### config.mk
export PLATFORM = sky130hd
export DESIGN_NAME = green_osc
export DESIGN_NICKNAME = d
export VERILOG_FILES = /design/src/rtl/osc_pkg.sv /design/src/rtl/osc_cycle_cnt.sv /design/src/rtl/osc_dither.sv /design/src/rtl/osc_mode_sel.sv /design/src/rtl/green_osc.sv
export SDC_FILE = /design/constraint.sdc
export NUM_CORES = 1
export LEC_CHECK = 0
export BUFFER_PORTS_ARGS = -buffer_cell sky130_fd_sc_hd__clkbuf_2
export CAP_MARGIN = 20
export CORE_MARGIN = 3
export CORE_UTILIZATION = 60
export CTS_CLUSTER_SIZE = 14
export DETAILED_ROUTE_END_ITERATION = 10
export HOLD_SLACK_MARGIN = 0.05
export PLACE_DENSITY_LB_ADDON = 0.1
export SLEW_MARGIN = 10
export SYNTH_ARGS = -nofsm -noshare
export SYNTH_HDL_FRONTEND = slang
export SYNTH_SLANG_ARGS = --single-unit
### constraint.sdc
create_clock -name clk -period 3.22 [get_ports clk]
set_input_delay 0.161 -clock clk [delete_from_list [all_inputs] [get_ports clk]]
set_output_delay 0.161 -clock clk [all_outputs]
set_load 0.03 [all_outputs]
### src/rtl/osc_pkg.sv
package osc_pkg;

   typedef enum logic [1:0] {
      MODE_NORMAL = 2'd0,
      MODE_GREEN  = 2'd1,
      MODE_OFF    = 2'd2
   } osc_mode_e;

   // nearest-integer division, used for every period derivation
   function automatic int unsigned div_round(input int unsigned num, input int unsigned den);
      return (num + den / 2) / den;
   endfunction

endpackage

### src/rtl/osc_cycle_cnt.sv
// Cycle counter: cleared while not running, marks the cycle boundary and
// registers the start strobe.
module osc_cycle_cnt #(
   parameter int PW = 9
) (
   input  logic          clk,
   input  logic          rst_n,
   input  logic          run,
   input  logic [PW-1:0] period_i,
   output logic          boundary,
   output logic          strobe_q
);

   logic [PW-1:0] cnt_q;

   assign boundary = run && (cnt_q == '0);

   always_ff @(posedge clk or negedge rst_n) begin
      if (!rst_n) begin
         cnt_q    <= '0;
         strobe_q <= 1'b0;
      end else begin
         strobe_q <= boundary;
         if (!run) begin
            cnt_q <= '0;
         end else if (cnt_q == '0) begin
            cnt_q <= {{(PW-1){1'b0}}, 1'b1};
         end else if (cnt_q >= period_i - 1'b1) begin
            cnt_q <= '0;
         end else begin
            cnt_q <= cnt_q + 1'b1;
         end
      end
   end

endmodule

### src/rtl/osc_dither.sv
// Triangular sweep of the normal period, one step per advance pulse.
module osc_dither #(
   parameter int PW    = 9,
   parameter int NOM_P = 154,
   parameter int MIN_P = 149,
   parameter int MAX_P = 159,
   parameter int STEP  = 1
) (
   input  logic          clk,
   input  logic          rst_n,
   input  logic          adv,
   output logic [PW-1:0] per_o
);

   localparam logic [PW:0] MAX_X     = (PW+1)'(MAX_P);
   localparam logic [PW:0] MIN_X     = (PW+1)'(MIN_P);
   localparam logic [PW:0] STEP_X    = (PW+1)'(STEP);
   localparam logic [PW:0] LOW_TURN  = (PW+1)'(MIN_P + STEP);

   logic [PW-1:0] pos_q;
   logic          rising_q;
   logic [PW:0]   pos_x;
   logic [PW:0]   up_x;
   logic [PW:0]   dn_x;

   assign pos_x = {1'b0, pos_q};
   assign up_x  = pos_x + STEP_X;
   assign dn_x  = pos_x - STEP_X;
   assign per_o = pos_q;

   always_ff @(posedge clk or negedge rst_n) begin
      if (!rst_n) begin
         pos_q    <= PW'(NOM_P);
         rising_q <= 1'b1;
      end else if (adv) begin
         if (rising_q) begin
            if (up_x >= MAX_X) begin
               pos_q    <= MAX_X[PW-1:0];
               rising_q <= 1'b0;
            end else begin
               pos_q <= up_x[PW-1:0];
            end
         end else begin
            if (pos_x <= LOW_TURN) begin
               pos_q    <= MIN_X[PW-1:0];
               rising_q <= 1'b1;
            end else begin
               pos_q <= dn_x[PW-1:0];
            end
         end
      end
   end

endmodule

### src/rtl/osc_mode_sel.sv
// Latches the period and mode of each cycle at its boundary.
module osc_mode_sel #(
   parameter int PW      = 9,
   parameter int NOM_P   = 154,
   parameter int GREEN_P = 500
) (
   input  logic             clk,
   input  logic             rst_n,
   input  logic             run,
   input  logic             boundary,
   input  logic             green_i,
   input  logic [PW-1:0]    dith_i,
   output logic [PW-1:0]    period_q,
   output osc_pkg::osc_mode_e mode_q
);
   import osc_pkg::*;

   always_ff @(posedge clk or negedge rst_n) begin
      if (!rst_n) begin
         period_q <= PW'(NOM_P);
         mode_q   <= MODE_OFF;
      end else if (!run) begin
         mode_q <= MODE_OFF;
      end else if (boundary) begin
         if (green_i) begin
            period_q <= PW'(GREEN_P);
            mode_q   <= MODE_GREEN;
         end else begin
            period_q <= dith_i;
            mode_q   <= MODE_NORMAL;
         end
      end
   end

endmodule

### src/rtl/green_osc.sv
// Dithered green-mode switching oscillator, top level.
module green_osc #(
   parameter int CLK_HZ      = 10_000_000,
   parameter int CENTER_HZ   = 65_000,
   parameter int SPREAD_HZ   = 4_000,
   parameter int GREEN_HZ    = 20_000,
   parameter int DITHER_STEP = 1,
   parameter bit DITHER_EN   = 1'b1,
   parameter int PW          = $clog2(osc_pkg::div_round(CLK_HZ, GREEN_HZ) + 1)
) (
   input  logic          clk,
   input  logic          rst_n,
   input  logic          en_i,
   input  logic          green_i,
   input  logic          off_i,
   output logic          strobe_o,
   output logic [PW-1:0] period_o,
   output logic [1:0]    mode_o
);
   import osc_pkg::*;

   localparam int NOM_P   = int'(div_round(CLK_HZ, CENTER_HZ));
   localparam int MIN_P   = int'(div_round(CLK_HZ, CENTER_HZ + SPREAD_HZ / 2));
   localparam int MAX_P   = int'(div_round(CLK_HZ, CENTER_HZ - SPREAD_HZ / 2));
   localparam int GREEN_P = int'(div_round(CLK_HZ, GREEN_HZ));

   // elaboration-time parameter checks
   if (MIN_P < 2) begin : g_err_min
      $error("shortest period must be at least two clocks");
   end
   if (GREEN_P <= MAX_P) begin : g_err_green
      $error("green period must exceed the longest normal period");
   end
   if (DITHER_STEP < 1) begin : g_err_step
      $error("dither step must be positive");
   end
   if ((1 << PW) <= GREEN_P) begin : g_err_pw
      $error("period width too narrow for the green period");
   end
   if (SPREAD_HZ >= CENTER_HZ) begin : g_err_spread
      $error("spread must be below the centre frequency");
   end

   logic          run;
   logic          boundary;
   logic [PW-1:0] dith_per;
   osc_mode_e     mode_q;

   assign run = en_i && !off_i;

   osc_cycle_cnt #(.PW(PW)) u_cnt (
      .clk      (clk),
      .rst_n    (rst_n),
      .run      (run),
      .period_i (period_o),
      .boundary (boundary),
      .strobe_q (strobe_o)
   );

   if (DITHER_EN) begin : g_dither
      osc_dither #(
         .PW    (PW),
         .NOM_P (NOM_P),
         .MIN_P (MIN_P),
         .MAX_P (MAX_P),
         .STEP  (DITHER_STEP)
      ) u_dith (
         .clk   (clk),
         .rst_n (rst_n),
         .adv   (boundary && !green_i),
         .per_o (dith_per)
      );
   end else begin : g_fixed
      assign dith_per = PW'(NOM_P);
   end

   osc_mode_sel #(
      .PW      (PW),
      .NOM_P   (NOM_P),
      .GREEN_P (GREEN_P)
   ) u_sel (
      .clk      (clk),
      .rst_n    (rst_n),
      .run      (run),
      .boundary (boundary),
      .green_i  (green_i),
      .dith_i   (dith_per),
      .period_q (period_o),
      .mode_q   (mode_q)
   );

   assign mode_o = mode_q;

endmodule

---- After elaboration in Yosys (flattened, before gate mapping) ----
Cells that the tools add are included.
storage, ports and cells
  bits in registers ....................... 31
  bits of input ports ..................... 5
  output and inout port bits .............. 12
  word-level logic and storage cells ...... 34
cells by class
  $add $sub $neg .......................... 4
  $lt $le $gt $ge ......................... 3
  equal/unequal tests ..................... 1
  multiplexer cells ....................... 13
  reduce and logical (&&, ||, !) cells .... 7
operator list
  cell                                                             count
  2-to-1 mux 9 bit                                                 7
  subtractor 9 x 1 -> 9 bit (second input constant)                2
  adder 9 x 1 -> 10 bit (second input constant)                    1
  >= comparator 10 x 8 -> 1 bit (second input constant)            1
  adder 9 x 1 -> 9 bit (second input constant)                     1
  >= comparator 9 bit                                              1
  less-or-equal comparator 9 x 8 -> 1 bit (second input constant)  1
  zero test 9 bit                                                  1
  2-to-1 mux 1 bit                                                 4
  2-to-1 mux 2 bit                                                 2
  logical AND 1 bit                                                3
  zero test 1 bit                                                  2
  inequality test 2 bit (second input constant)                    1
  AND reduction 2 bit                                              1

---- Depth between registers and ports, before layout ----
Gate-level depths: netlist (run 1).
  word-level depth ........................ 5
  depth in mapped cells ................... 11
  mapped depth without buffers ............ 11

---- By module ----
A second synthesis (run 1) with hierarchy kept.
unflattened totals
  cell total of the unflattened synthesis .. 244
  area total of the unflattened synthesis .. 2302.2 um2
modules (own cells, without submodules)
  module         instances  cells each  area an instance (um2)  sequential area each (um2)
  osc_dither     1          108         905.9                   256.5
  osc_cycle_cnt  1          87          860.8                   250.2
  osc_mode_sel   1          47          508.0                   281.5
  green_osc      1          2           27.5                    0.0

---- Worst setup path after synthesis (run 1) ----
OpenSTA, ideal clock, no wires.
  path type ............................... register -> register
  start point ............................. register u_sel.period_q[2]
  end point ............................... register u_cnt.cnt_q[2]
  data arrival time ....................... 2.731 ns
  required time ........................... 3.080 ns
  slack ................................... 0.349 ns
  stages on the path, launching flop included .. 9
  period minus slack after synthesis ...... 2.871 ns
  cells stage by stage .................... dfrtp_1 > or3_1 > or3b_2 > xor2_1 > ha_1 > nand3_1 > o31a_1 > o211ai_1 > nor2_1
on the way
  word-level cells in the longest chain between the ends .. 5
ends and longest elaborated chain
  what                       line                 RTL
  start: declaration         osc_mode_sel.sv:13   output logic [PW-1:0] period_q,
  start signal: assignment   osc_mode_sel.sv:20   period_q <= PW'(NOM_P);
  start signal: assignment   osc_mode_sel.sv:26   period_q <= PW'(GREEN_P);
  start signal: assignment   osc_mode_sel.sv:29   period_q <= dith_i;
  subtractor 9 x 1 -> 9 bit  osc_cycle_cnt.sv:28  end else if (cnt_q >= period_i - 1'b1) begin
  >= comparator 9 bit        osc_cycle_cnt.sv:28
  2-to-1 mux 9 bit           osc_cycle_cnt.sv:28
  2-to-1 mux 9 bit           osc_cycle_cnt.sv:26  end else if (cnt_q == '0) begin
  2-to-1 mux 9 bit           osc_cycle_cnt.sv:24  if (!run) begin
  end signal: assignment     osc_cycle_cnt.sv:27  cnt_q <= {{(PW-1){1'b0}}, 1'b1};
  end signal: assignment     osc_cycle_cnt.sv:31  cnt_q <= cnt_q + 1'b1;
  end: declaration           osc_cycle_cnt.sv:14  logic [PW-1:0] cnt_q;
No other way between the ends.
A chain may end at the register's enable or synchronous reset.

---- Worst setup path in the final report (run 1) ----
  start point ............................. register u_sel.period_q[2]
  end point ............................... register u_cnt.cnt_q[1]
The elaborated chain is that of the path after synthesis.

==> results of run 1 <==
==> cells by family (layout without fill, tap and decap cells) <==
group                      count (synthesis)  count (layout)  synth area share
and+or+nand+nor                           93              93             0.221
AOI/OAI and AO/OA                         53              53             0.169
DFF                                       31              31             0.376
buffers and inverters                     24              38            0.0501
xor gates and xnor gates                  19              19            0.0794
adders and majority gates                 16              16            0.0955
muxes                                      2               2           0.00955
==> synth_stat cells (3+ instances only) <==
library cell / count / share of area
nor2_1: 28 / 0.050
clkbuf_1: 7 / 0.013
a21oi_1: 15 / 0.036
dfstp_2: 10 / 0.13
o22ai_1: 4 / 0.012
dfrtp_1: 21 / 0.25
nand3_1: 11 / 0.026
xor2_1: 8 / 0.033
nor3_1: 14 / 0.033
nand2b_1: 3 / 0.0090
inv_1: 12 / 0.021
o22a_1: 5 / 0.021
xnor2_1: 11 / 0.046
nand2_1: 20 / 0.036
o21a_1: 4 / 0.014
buf_2: 3 / 0.0072
ha_1: 16 / 0.095
or3_1: 4 / 0.012
o21ai_0: 9 / 0.021
==> path summary, 6_finish.rpt <==
check                             startpoint                 to  slack, ns  cells after the start
setup reg to reg           u_sel.period_q[2]     u_cnt.cnt_q[1]       0.41                     11
min in group asynchronous              rst_n     u_cnt.cnt_q[8]       0.40                      2
max in group asynchronous              rst_n     u_cnt.cnt_q[2]       2.33                      2
hold / removal                       green_i  u_sel.period_q[3]       0.13                      2
hold reg to reg              u_sel.mode_q[1]    u_sel.mode_q[1]       0.48                      2
setup / recovery           u_sel.period_q[2]     u_cnt.cnt_q[1]       0.41                     11
==> critical path, cell delays in order, from the launching register on <==
cell	delay, ns
dfrtp_1	0.45
or3_1	0.41
or3b_2	0.51
xor2_1	0.16
ha_1	0.29
a21oi_1	0.12
o22ai_1	0.08
nor3_1	0.14
o31a_1	0.18
o211ai_1	0.10
buf_4	0.18
nor2_1	0.11
==> cell usage in the layout (no fill, tap or decap), types with 3 or more instances in the layout <==
| cell | n |
|---|---|
| a21oi_1 | 15 |
| ha_1 | 16 |
| clkbuf_4 | 5 |
| nand2b_1 | 3 |
| o21ai_0 | 9 |
| o21a_1 | 4 |
| inv_1 | 12 |
| nand2_1 | 20 |
| xnor2_1 | 11 |
| or3_1 | 4 |
| nor2_1 | 28 |
| dfrtp_1 | 21 |
| o22ai_1 | 4 |
| nor3_1 | 14 |
| xor2_1 | 8 |
| dfstp_2 | 10 |
| o22a_1 | 5 |
| nand3_1 | 11 |
| clkbuf_2 | 16 |
==> power groups by stage <==
stage	clock network, W	registers, W	logic (W)
6_report	0.000225	0.000646	0.000702
5_1_grt	0.000244	0.000667	0.000789
4_1_cts	0.000227	0.000643	0.000700
3_5_place_dp	0	0.000651	0.000691
3_3_place_gp	0	0.000647	0.000681
2_1_floorplan	0	0.000612	0.000560
==> sequential cells by signal, summed over array words and instances, names as in the netlist <==
name	flops
g_dither.u_dith.per_o	9
u_cnt.cnt_q	9
u_sel.period_q	9
u_sel.mode_q	2
g_dither.u_dith.rising_q	1
u_cnt.strobe_q	1
==> per-layer routing <==
metal  GRT usage  vias up  share of wire
li1            -      861              -
met1       0.353      848           0.53
met2       0.367       39           0.41
met3      0.0410        7          0.042
met4      0.0933        0          0.014
met5           0        -              0
==> through the flow <==
| stage | area (µm²) | power (W) |
|---|---|---|
| after global placement | 2180 | 0.00133 |
| after CTS | 2240 | 0.00157 |
| final | 2240 | 0.00157 |
| after floorplan | 2100 | 0.00117 |
| after detailed placement | 2180 | 0.00134 |
| after global routing | 2240 | 0.00170 |
==> cell type report <==
type | count | area [µm²] | area share
clock buffer | 7 | 45.0 | 0.0201
sequential | 31 | 788 | 0.352
multi-input combinational | 183 | 1200 | 0.537
timing repair buffer | 18 | 97.6 | 0.0436
clock inverter | 1 | 5.00 | 0.00223
tap | 44 | 55.1 | 0.0246
inverter | 12 | 45.0 | 0.0201
==> timing repair <==
item / 4_1_cts / 5_1_grt
gates resized for setup: 0 / 0
setup endpoints to repair: 0 / 0
hold buffers: 1 / 0
buffers inserted: 0 / 0
hold endpoints to repair: 21 / 0
==> run summary, run 1 <==
final design utilization = 0.699
fin cells = 296
share of layout cells above drive strength 1 = 0.159
First-pass DRT Iterations = 4
post-DR vias/cell = 5.93
Post-synth EDFFs = 0
crit path launch type = register
post-synthesis area per instance = 8.81 µm²
GRT overflow = 0
fill count = 288
core area = 0.00320 mm²
Cell Rows = 20
vias in the first global route = 1,778
Placed Instances = 287
Sw Pwr = 0.000724 W
CP required = 3.49 ns
Max Clk Rate = 0.356 GHz
Clock Tree Buf Depth = 2
largest net degree at the start of global routing = 32
clk_lat worst skew = 0.34 ns
critical path arrival = 3.08 ns
Avg WL per Cell = 15.5 µm
Post-synth top flop = dfrtp_1
sequential share of power = 0.411
internal power = 0.000849 W
worst vdd ir = 435 µV
CTS root buffer = clkbuf_4
H-tree levels = 2
setup violators final = 0
CTS buffer count = 5
# IOs = 17
CTS tree = built
Die Wd = 65.1 µm
sequential fraction of the synthesis area = 0.376
antenna-violating nets left = 0
area grow syn2layout = 6.80%
Gate power share = 0.446
Clk network pwr share = 0.143
Reg clk slew, reported paths = 0.10 ns
synthesized area = 0.00210 mm²
status = complete, no violations
pre-CTS setup slack = 0.423 ns
Crit Path Category = register to register
DRC viols = 0
first-pass GRT wire length = 8090 µm
fin. max-slew vios = 0
switching share of power = 0.460
HP Class = primary input to register
initial DRC count = 134
Starting Density = 0.655
initial antenna violation count = 0
Syn Nets = 259
post-route minimum period = 2.81 ns
post-DP HPWL = 3270 µm
gr usage total = 0.244
Final period util = 0.871
DIE AREA = 0.00424 mm²
Warnings, synthesis = 0
Tightest Pin Transition = 0.785 ns
TritonCTS Sinks = 31
Async SR Flop Fraction = 1.00
layout net count = 272
Crit Path Max Fanout = 8
final hold violations = 0
Die Span Y = 65.1 µm
global placement routability congestion = 0.861
clock skew = 0.00852 ns
power density cells = 703 mW/mm²
relative slew slack = 0.471
post-synthesis cell type count = 47
Lkg Pwr = 0.958 nW
RSZ-0062 raised after global routing = no
Buffers on Ports = 16
Antenna Cells = 0
Hold Worst Slack = 0.133 ns
PnR worst setup slack = 0.414 ns
max cap viols = 0
Detailed Route WL = 4580 µm
DR vias = 1,755
Setup crit end kind = register
number of synthesized register bits = 31
Synth Instances = 238
Setup TNS = 0 ns
Note: power is estimated with default switching activity, not from simulation.
==> run 2: changes to the inputs <==
- PLACE_DENSITY: not set -> 0.78
- PLACE_DENSITY_LB_ADDON: 0.1 -> not set
- SYNTH_HIERARCHICAL: not set -> 1
==> run 2 against run 1 <==
Synthesized cell count is 2.5% higher. Via count grew 6.5%. First-iteration DRC count increased by 28%. Setup slack gained 0.053 ns. Sequential power up 6.3%. Cell count rose by 3.7%. Critical path depth down 3. Design area increased by 11%. Largest power group unchanged.
==> run summary, run 2 <==
First-pass DRT Iterations = 4 (unchanged)
DIE AREA = 0.00462 mm² (was 0.00424 mm²)
relative slew slack = 0.485 (was 0.471)
Setup TNS = 0 ns (unchanged)
number of synthesized register bits = 31 (unchanged)
final hold violations = 0 (unchanged)
multiplexer share of the synthesized area = 0.00870 (was 0.00955)
R2R setup slack = 0.47 ns (was 0.41 ns)
Die Wd = 67.9 µm (was 65.1 µm)
XOR/XNOR share of the synthesized area = 0.0723 (was 0.0794)
largest area contributor in the netlist = dfrtp_1 (unchanged)
TritonCTS Sinks = 31 (unchanged)
Gate power share = 0.406 (was 0.446)
Simple-Gate Fraction of Synth Area = 0.248 (was 0.221)
complex-gate fraction of the synthesized area = 0.184 (was 0.169)
largest family of logic cells by synthesized area = simple AND/OR/NAND/NOR gates (unchanged)
Crit Path Category = register to register (unchanged)
area grow syn2layout = 8.42% (was 6.80%)
Sw Pwr = 0.000751 W (was 0.000724 W)
HP Class = primary input to register (unchanged)
post-route minimum period = 2.75 ns (was 2.81 ns)
setup violators final = 0 (unchanged)
leading cell type in the layout, fill and taps excluded = dfrtp_1 (was nor2_1)
Tightest Pin Transition = 0.772 ns (was 0.785 ns)
Starting Density = 0.654 (was 0.655)
Async SR Flop Fraction = 1.00 (unchanged)
Synth Area in Adders = 0.0870 (was 0.0955)
Cell Rows = 21 (was 20)
most frequent cells in the layout = 21 x dfrtp_1, 20 x nor2_1, 17 x inv_1 (was 28 x nor2_1, 21 x dfrtp_1, 20 x nand2_1)
Max Clk Rate = 0.363 GHz (was 0.356 GHz)
Crit Path Max Fanout = 7 (was 8)
fill count = 282 (was 288)
sequential fraction of the synthesis area = 0.342 (was 0.376)
worst hold start = off_i (was green_i)
reg2reg start = u_sel/period_q[2] (was u_sel.period_q[2])
post-DP HPWL = 3610 µm (was 3270 µm)
Die Span Y = 67.9 µm (was 65.1 µm)
crit path launch type = register (unchanged)
first-pass GRT wire length = 8690 µm (was 8090 µm)
sequential share of power = 0.399 (was 0.411)
Post-synth EDFFs = 0 (unchanged)
GRT overflow = 0 (unchanged)
Synth Instances = 244 (was 238)
post-synthesis cell type count = 57 (was 47)
Reg clk slew, reported paths = 0.06 ns (was 0.10 ns)
Warnings, synthesis = 6 (was 0)
layout net count = 281 (was 272)
worst vdd ir = 410 µV (was 435 µV)
power density cells = 691 mW/mm² (was 703 mW/mm²)
internal power = 0.000974 W (was 0.000849 W)
Synth top cells by count = 21 x dfrtp_1, 20 x nor2_1, 17 x inv_1, 16 x ha_1, 16 x nand2_1 (was 28 x nor2_1, 21 x dfrtp_1, 20 x nand2_1, 16 x ha_1, 15 x a21oi_1)
Worst setup startpoint = u_sel/period_q[2] (was u_sel.period_q[2])
DR vias = 1,869 (was 1,755)
gr usage total = 0.252 (was 0.244)
core area = 0.00352 mm² (was 0.00320 mm²)
clk_lat worst skew = 0.29 ns (was 0.34 ns)
share of layout cells above drive strength 1 = 0.257 (was 0.159)
Buffers on Ports = 16 (unchanged)
CTS root buffer = clkbuf_8 (was clkbuf_4)
Detailed Route WL = 5020 µm (was 4580 µm)
Avg WL per Cell = 16.3 µm (was 15.5 µm)
fin. max-slew vios = 0 (unchanged)
post-CTS setup buffer count = 0 (unchanged)
Post-synth top flop = dfrtp_1 (unchanged)
max cap viols = 0 (unchanged)
status = complete, no violations (unchanged)
global placement routability congestion = 0.892 (was 0.861)
critical path arrival = 2.94 ns (was 3.08 ns)
synthesized area = 0.00230 mm² (was 0.00210 mm²)
antenna-violating nets left = 0 (unchanged)
count leader, synth = dfrtp_1 (was nor2_1)
H-tree levels = 2 (unchanged)
clock skew = 0.00922 ns (was 0.00852 ns)
initial DRC count = 171 (was 134)
post-DR vias/cell = 6.09 (was 5.93)
vias in the first global route = 1,830 (was 1,778)
final design utilization = 0.709 (was 0.699)
Final period util = 0.855 (was 0.871)
Clock Tree Buf Depth = 2 (unchanged)
total power = 0.00172 W (was 0.00157 W)
CTS tree = built (unchanged)
Syn Nets = 265 (was 259)
largest cells by area after synthesis = dfrtp_1 23%, dfstp_2 11%, ha_1 8.7%, xnor2_1 4.6%, nor2_1 3.3% (was dfrtp_1 25%, dfstp_2 13%, ha_1 9.5%, nor2_1 5.0%, xnor2_1 4.6%)
initial antenna violation count = 0 (unchanged)
DRC viols = 0 (unchanged)
CTS buffer count = 5 (unchanged)
Antenna Cells = 0 (unchanged)
Clk network pwr share = 0.195 (was 0.143)
CP required = 3.41 ns (was 3.49 ns)
switching share of power = 0.435 (was 0.460)
post-synthesis area per instance = 9.44 µm² (was 8.81 µm²)
Setup crit end kind = register (unchanged)
# IOs = 17 (unchanged)
Yosys top cell area share = 0.228 (was 0.251)
RSZ-0062 raised after global routing = no (unchanged)
Lkg Pwr = 1.05 nW (was 0.958 nW)
largest net degree at the start of global routing = 32 (unchanged)
## run 2: final cells by class
type | instances | area [µm²] | share of cell area
Clock buffer | 8 | 100 | 0.0401
Inverter | 17 | 63.8 | 0.0256
Multi-Input combinational cell | 186 | 1380 | 0.553
Sequential cell | 31 | 788 | 0.316
Tap cell | 46 | 57.6 | 0.0231
Timing Repair Buffer | 19 | 105 | 0.0421
## run 2: logic make-up (layout without fill, tap and decap cells)
family,count (synthesis),in the layout
and+or+nand+nor,92,92
buffers and inverters,27,44
xor gates and xnor gates,19,19
DFF,31,31
adders and majority gates,16,16
muxes,2,2
AOI/OAI and AO/OA,57,57
## run 2: final timing paths
path / to / cells after the start
max: u_cnt/cnt_q[6] / 8
min: u_sel/mode_q[1] / 3
max reg2reg: u_cnt/cnt_q[6] / 8
min reg2reg: u_sel/mode_q[1] / 2
max in group asynchronous: u_cnt/cnt_q[3] / 2
min in group asynchronous: u_sel/period_q[0] / 2
## run 2: layer usage
layer / wire length [µm] / track usage
met5: 0 / 0
met1: 2320 / 0.338
met2: 2280 / 0.389
met4: 67 / 0.0819
met3: 351 / 0.0755
## run 2: critical path: stages (launching register included)
cell       delay, ns
dfrtp_1         0.44
or4_4           0.53
nor2_1          0.13
xnor2_1         0.14
ha_1            0.26
a211o_1         0.30
o211ai_1        0.12
nand4bb_1       0.45
nor3_2          0.29
## run 2: metrics by stage
stage | hold WS (ns) | instance area (µm²) | std cells | setup slack, ns
5_1_grt | 0.187 | 2500 | 307 | 0.288
2_1_floorplan | -0.135 | 2300 | 244 | 0.764
4_1_cts | 0.184 | 2500 | 307 | 0.430
3_5_place_dp | 0.270 | 2390 | 298 | 0.502
3_3_place_gp | 0.274 | 2390 | 298 | 0.550
6_report | 0.189 | 2500 | 307 | 0.467
## run 2: power by group through the flow
stage / Sequential [W] / Combinational [W] / Clock, W
floorplan: 0.000691 / 0.000522 / 0
global placement: 0.000683 / 0.000683 / 0
global route: 0.000711 / 0.000784 / 0.000370
finish: 0.000687 / 0.000701 / 0.000337
detailed placement: 0.000690 / 0.000694 / 0
CTS: 0.000684 / 0.000698 / 0.000347
## run 2: timing repair
action                                 CTS  global route
endpoints found under the hold margin   21             0
gates resized for setup                  0             0
hold buffers                             1             0
==> run 3: changes to the inputs <==
- CORE_UTILIZATION: 60 -> 45
- PLACE_DENSITY: 0.78 -> 0.61
==> run 3 against run 2 <==
Clock power rose by 1%. Setup slack improved by 0.021 ns. Sequential cell count did not move. Cell count rose by 6.5%. Critical path type unchanged.
==> run summary, run 3 (synthesis results as in run 2) <==
Lkg Pwr = 1.04 nW (was 1.05 nW)
area of the multi-input gates = 0.00138 mm² (unchanged)
Starting Density = 0.475 (was 0.654)
max cap viols = 0 (unchanged)
Sw Pwr = 0.000745 W (was 0.000751 W)
fill count = 460 (was 282)
initial DRC count = 69 (was 171)
clock skew = 0.0108 ns (was 0.00922 ns)
final hold violations = 0 (unchanged)
DIE AREA = 0.00601 mm² (was 0.00462 mm²)
PnR worst setup slack = 0.489 ns (was 0.467 ns)
Placed Instances = 318 (was 298)
global placement routability congestion = 0.819 (was 0.892)
Final period util = 0.848 (was 0.855)
Avg WL per Cell = 15.1 µm (was 16.3 µm)
Clk network pwr share = 0.199 (was 0.195)
post-DP HPWL = 3530 µm (was 3610 µm)
Buffers on Ports = 16 (unchanged)
Crit Path Max Fanout = 7 (unchanged)
TritonCTS Sinks = 31 (unchanged)
initial antenna violation count = 0 (unchanged)
share of layout cells above drive strength 1 = 0.254 (was 0.257)
critical path arrival = 2.92 ns (was 2.94 ns)
# IOs = 17 (unchanged)
status = complete, no violations (unchanged)
Setup crit end kind = register (unchanged)
sequential share of power = 0.396 (was 0.399)
switching share of power = 0.433 (was 0.435)
Hold Worst Slack = 0.187 ns (was 0.189 ns)
worst hold start = off_i (unchanged)
layout net count = 280 (was 281)
post-CTS setup buffer count = 0 (unchanged)
leading cell type in the layout, fill and taps excluded = dfrtp_1 (unchanged)
area grow syn2layout = 9.24% (was 8.42%)
Max Clk Rate = 0.366 GHz (was 0.363 GHz)
Tightest Pin Transition = 0.783 ns (was 0.772 ns)
HP Class = primary input to register (unchanged)
R2R depth = 8 (unchanged)
RSZ-0062 raised after global routing = no (unchanged)
setup violators final = 0 (unchanged)
CP required = 3.41 ns (about the same)
GRT overflow = 0 (unchanged)
Die Wd = 77.5 µm (was 67.9 µm)
Gate power share = 0.406 (about the same)
Die Span Y = 77.5 µm (was 67.9 µm)
Worst Hold Path EP = u_sel/mode_q[1] (unchanged)
Cell Rows = 25 (was 21)
H-tree levels = 2 (unchanged)
pre-CTS setup slack = 0.524 ns (was 0.502 ns)
most frequent cells in the layout = 21 x dfrtp_1, 20 x nor2_1, 17 x inv_1 (unchanged)
Reg clk slew, reported paths = 0.07 ns (was 0.06 ns)
Setup TNS = 0 ns (unchanged)
Crit Path Category = register to register (unchanged)
worst vdd ir = 387 µV (was 410 µV)
post-route minimum period = 2.73 ns (was 2.75 ns)
Antenna Cells = 0 (unchanged)
post-DR vias/cell = 5.57 (was 6.09)
fin cells = 327 (was 307)
CTS Hold Bufs = 1 (unchanged)
CTS resizes = 0 (unchanged)
hold depth = 3 (unchanged)
antenna-violating nets left = 0 (unchanged)
register area = 788 µm² (unchanged)
CTS buffer count = 5 (unchanged)
gr usage total = 0.180 (was 0.252)
vias in the first global route = 1,683 (was 1,830)
crit path launch type = register (unchanged)
DRC viols = 0 (unchanged)
reg-to-reg endpoint = u_cnt/cnt_q[3] (was u_cnt/cnt_q[6])
clk_lat worst skew = 0.28 ns (was 0.29 ns)
First-pass DRT Iterations = 4 (unchanged)
reg2reg start = u_sel/period_q[2] (unchanged)
relative slew slack = 0.478 (was 0.485)
Detailed Route WL = 4950 µm (was 5020 µm)
Clock Tree Buf Depth = 2 (unchanged)
R2R setup slack = 0.49 ns (was 0.47 ns)
DR vias = 1,823 (was 1,869)
core area = 0.00485 mm² (was 0.00352 mm²)
power density cells = 683 mW/mm² (was 691 mW/mm²)
CTS root buffer = clkbuf_8 (unchanged)
fin. max-slew vios = 0 (unchanged)
CTS tree = built (unchanged)
largest net degree at the start of global routing = 32 (unchanged)
total power = 0.00172 W (about the same)
internal power = 0.000974 W (about the same)
first-pass GRT wire length = 8740 µm (was 8690 µm)
run 3: through the flow:
stage               instance area, µm²   util
global placement                  2400  0.496
CTS                               2510  0.519
finish                            2510  0.519
detailed placement                2400  0.496
global route                      2510  0.519
floorplan                         2300      -
run 3: cell type report:
cell class                 instances  share of cell area
tap                               67              0.0333
clock buffer                       8              0.0398
inverter                          17              0.0254
timing repair buffer              18              0.0388
sequential                        31               0.313
multi-input combinational        186               0.549
run 3: worst max-delay path by stage:
stage / endpoint / from / cells past startpoint / slack, ns
finish: u_cnt/cnt_q[3] / u_sel/period_q[2] / 8 / 0.49
global route: u_cnt/cnt_q[1] / u_sel/period_q[2] / 8 / 0.36
CTS: u_cnt/cnt_q[3] / u_sel/period_q[2] / 8 / 0.50
detailed placement: u_cnt/cnt_q[3] / u_sel/period_q[5] / 8 / 0.52
global placement: u_cnt/cnt_q[1] / u_sel/period_q[2] / 8 / 0.55
floorplan: u_cnt/cnt_q[1] / u_sel/period_q[5] / 9 / 0.76
run 3: worst max-delay path, cell delays in order (launching register included):
cell	delay, ns
dfrtp_1	0.45
or4_4	0.53
nor2_1	0.14
xnor2_1	0.13
ha_1	0.26
a211o_1	0.29
o211ai_1	0.12
nand4bb_1	0.45
nor3_2	0.28
run 3: power by group through the flow:
stage,Sequential (W),Clock (W),Combinational [W]
2_1_floorplan,0.000691,0,0.000522
4_1_cts,0.000681,0.000351,0.000699
6_report,0.000680,0.000341,0.000697
3_3_place_gp,0.000685,0,0.000689
3_5_place_dp,0.000687,0,0.000696
5_1_grt,0.000707,0.000371,0.000779
run 3: per-layer routing:
| layer | vias up | track usage | share of wire |
|---|---|---|---|
| li1 | 902 | - | - |
| met1 | 886 | 0.281 | 0.52 |
| met2 | 31 | 0.252 | 0.44 |
| met3 | 4 | 0.0313 | 0.032 |
| met4 | 0 | 0.0480 | 0.0089 |
| met5 | - | 0 | 0 |
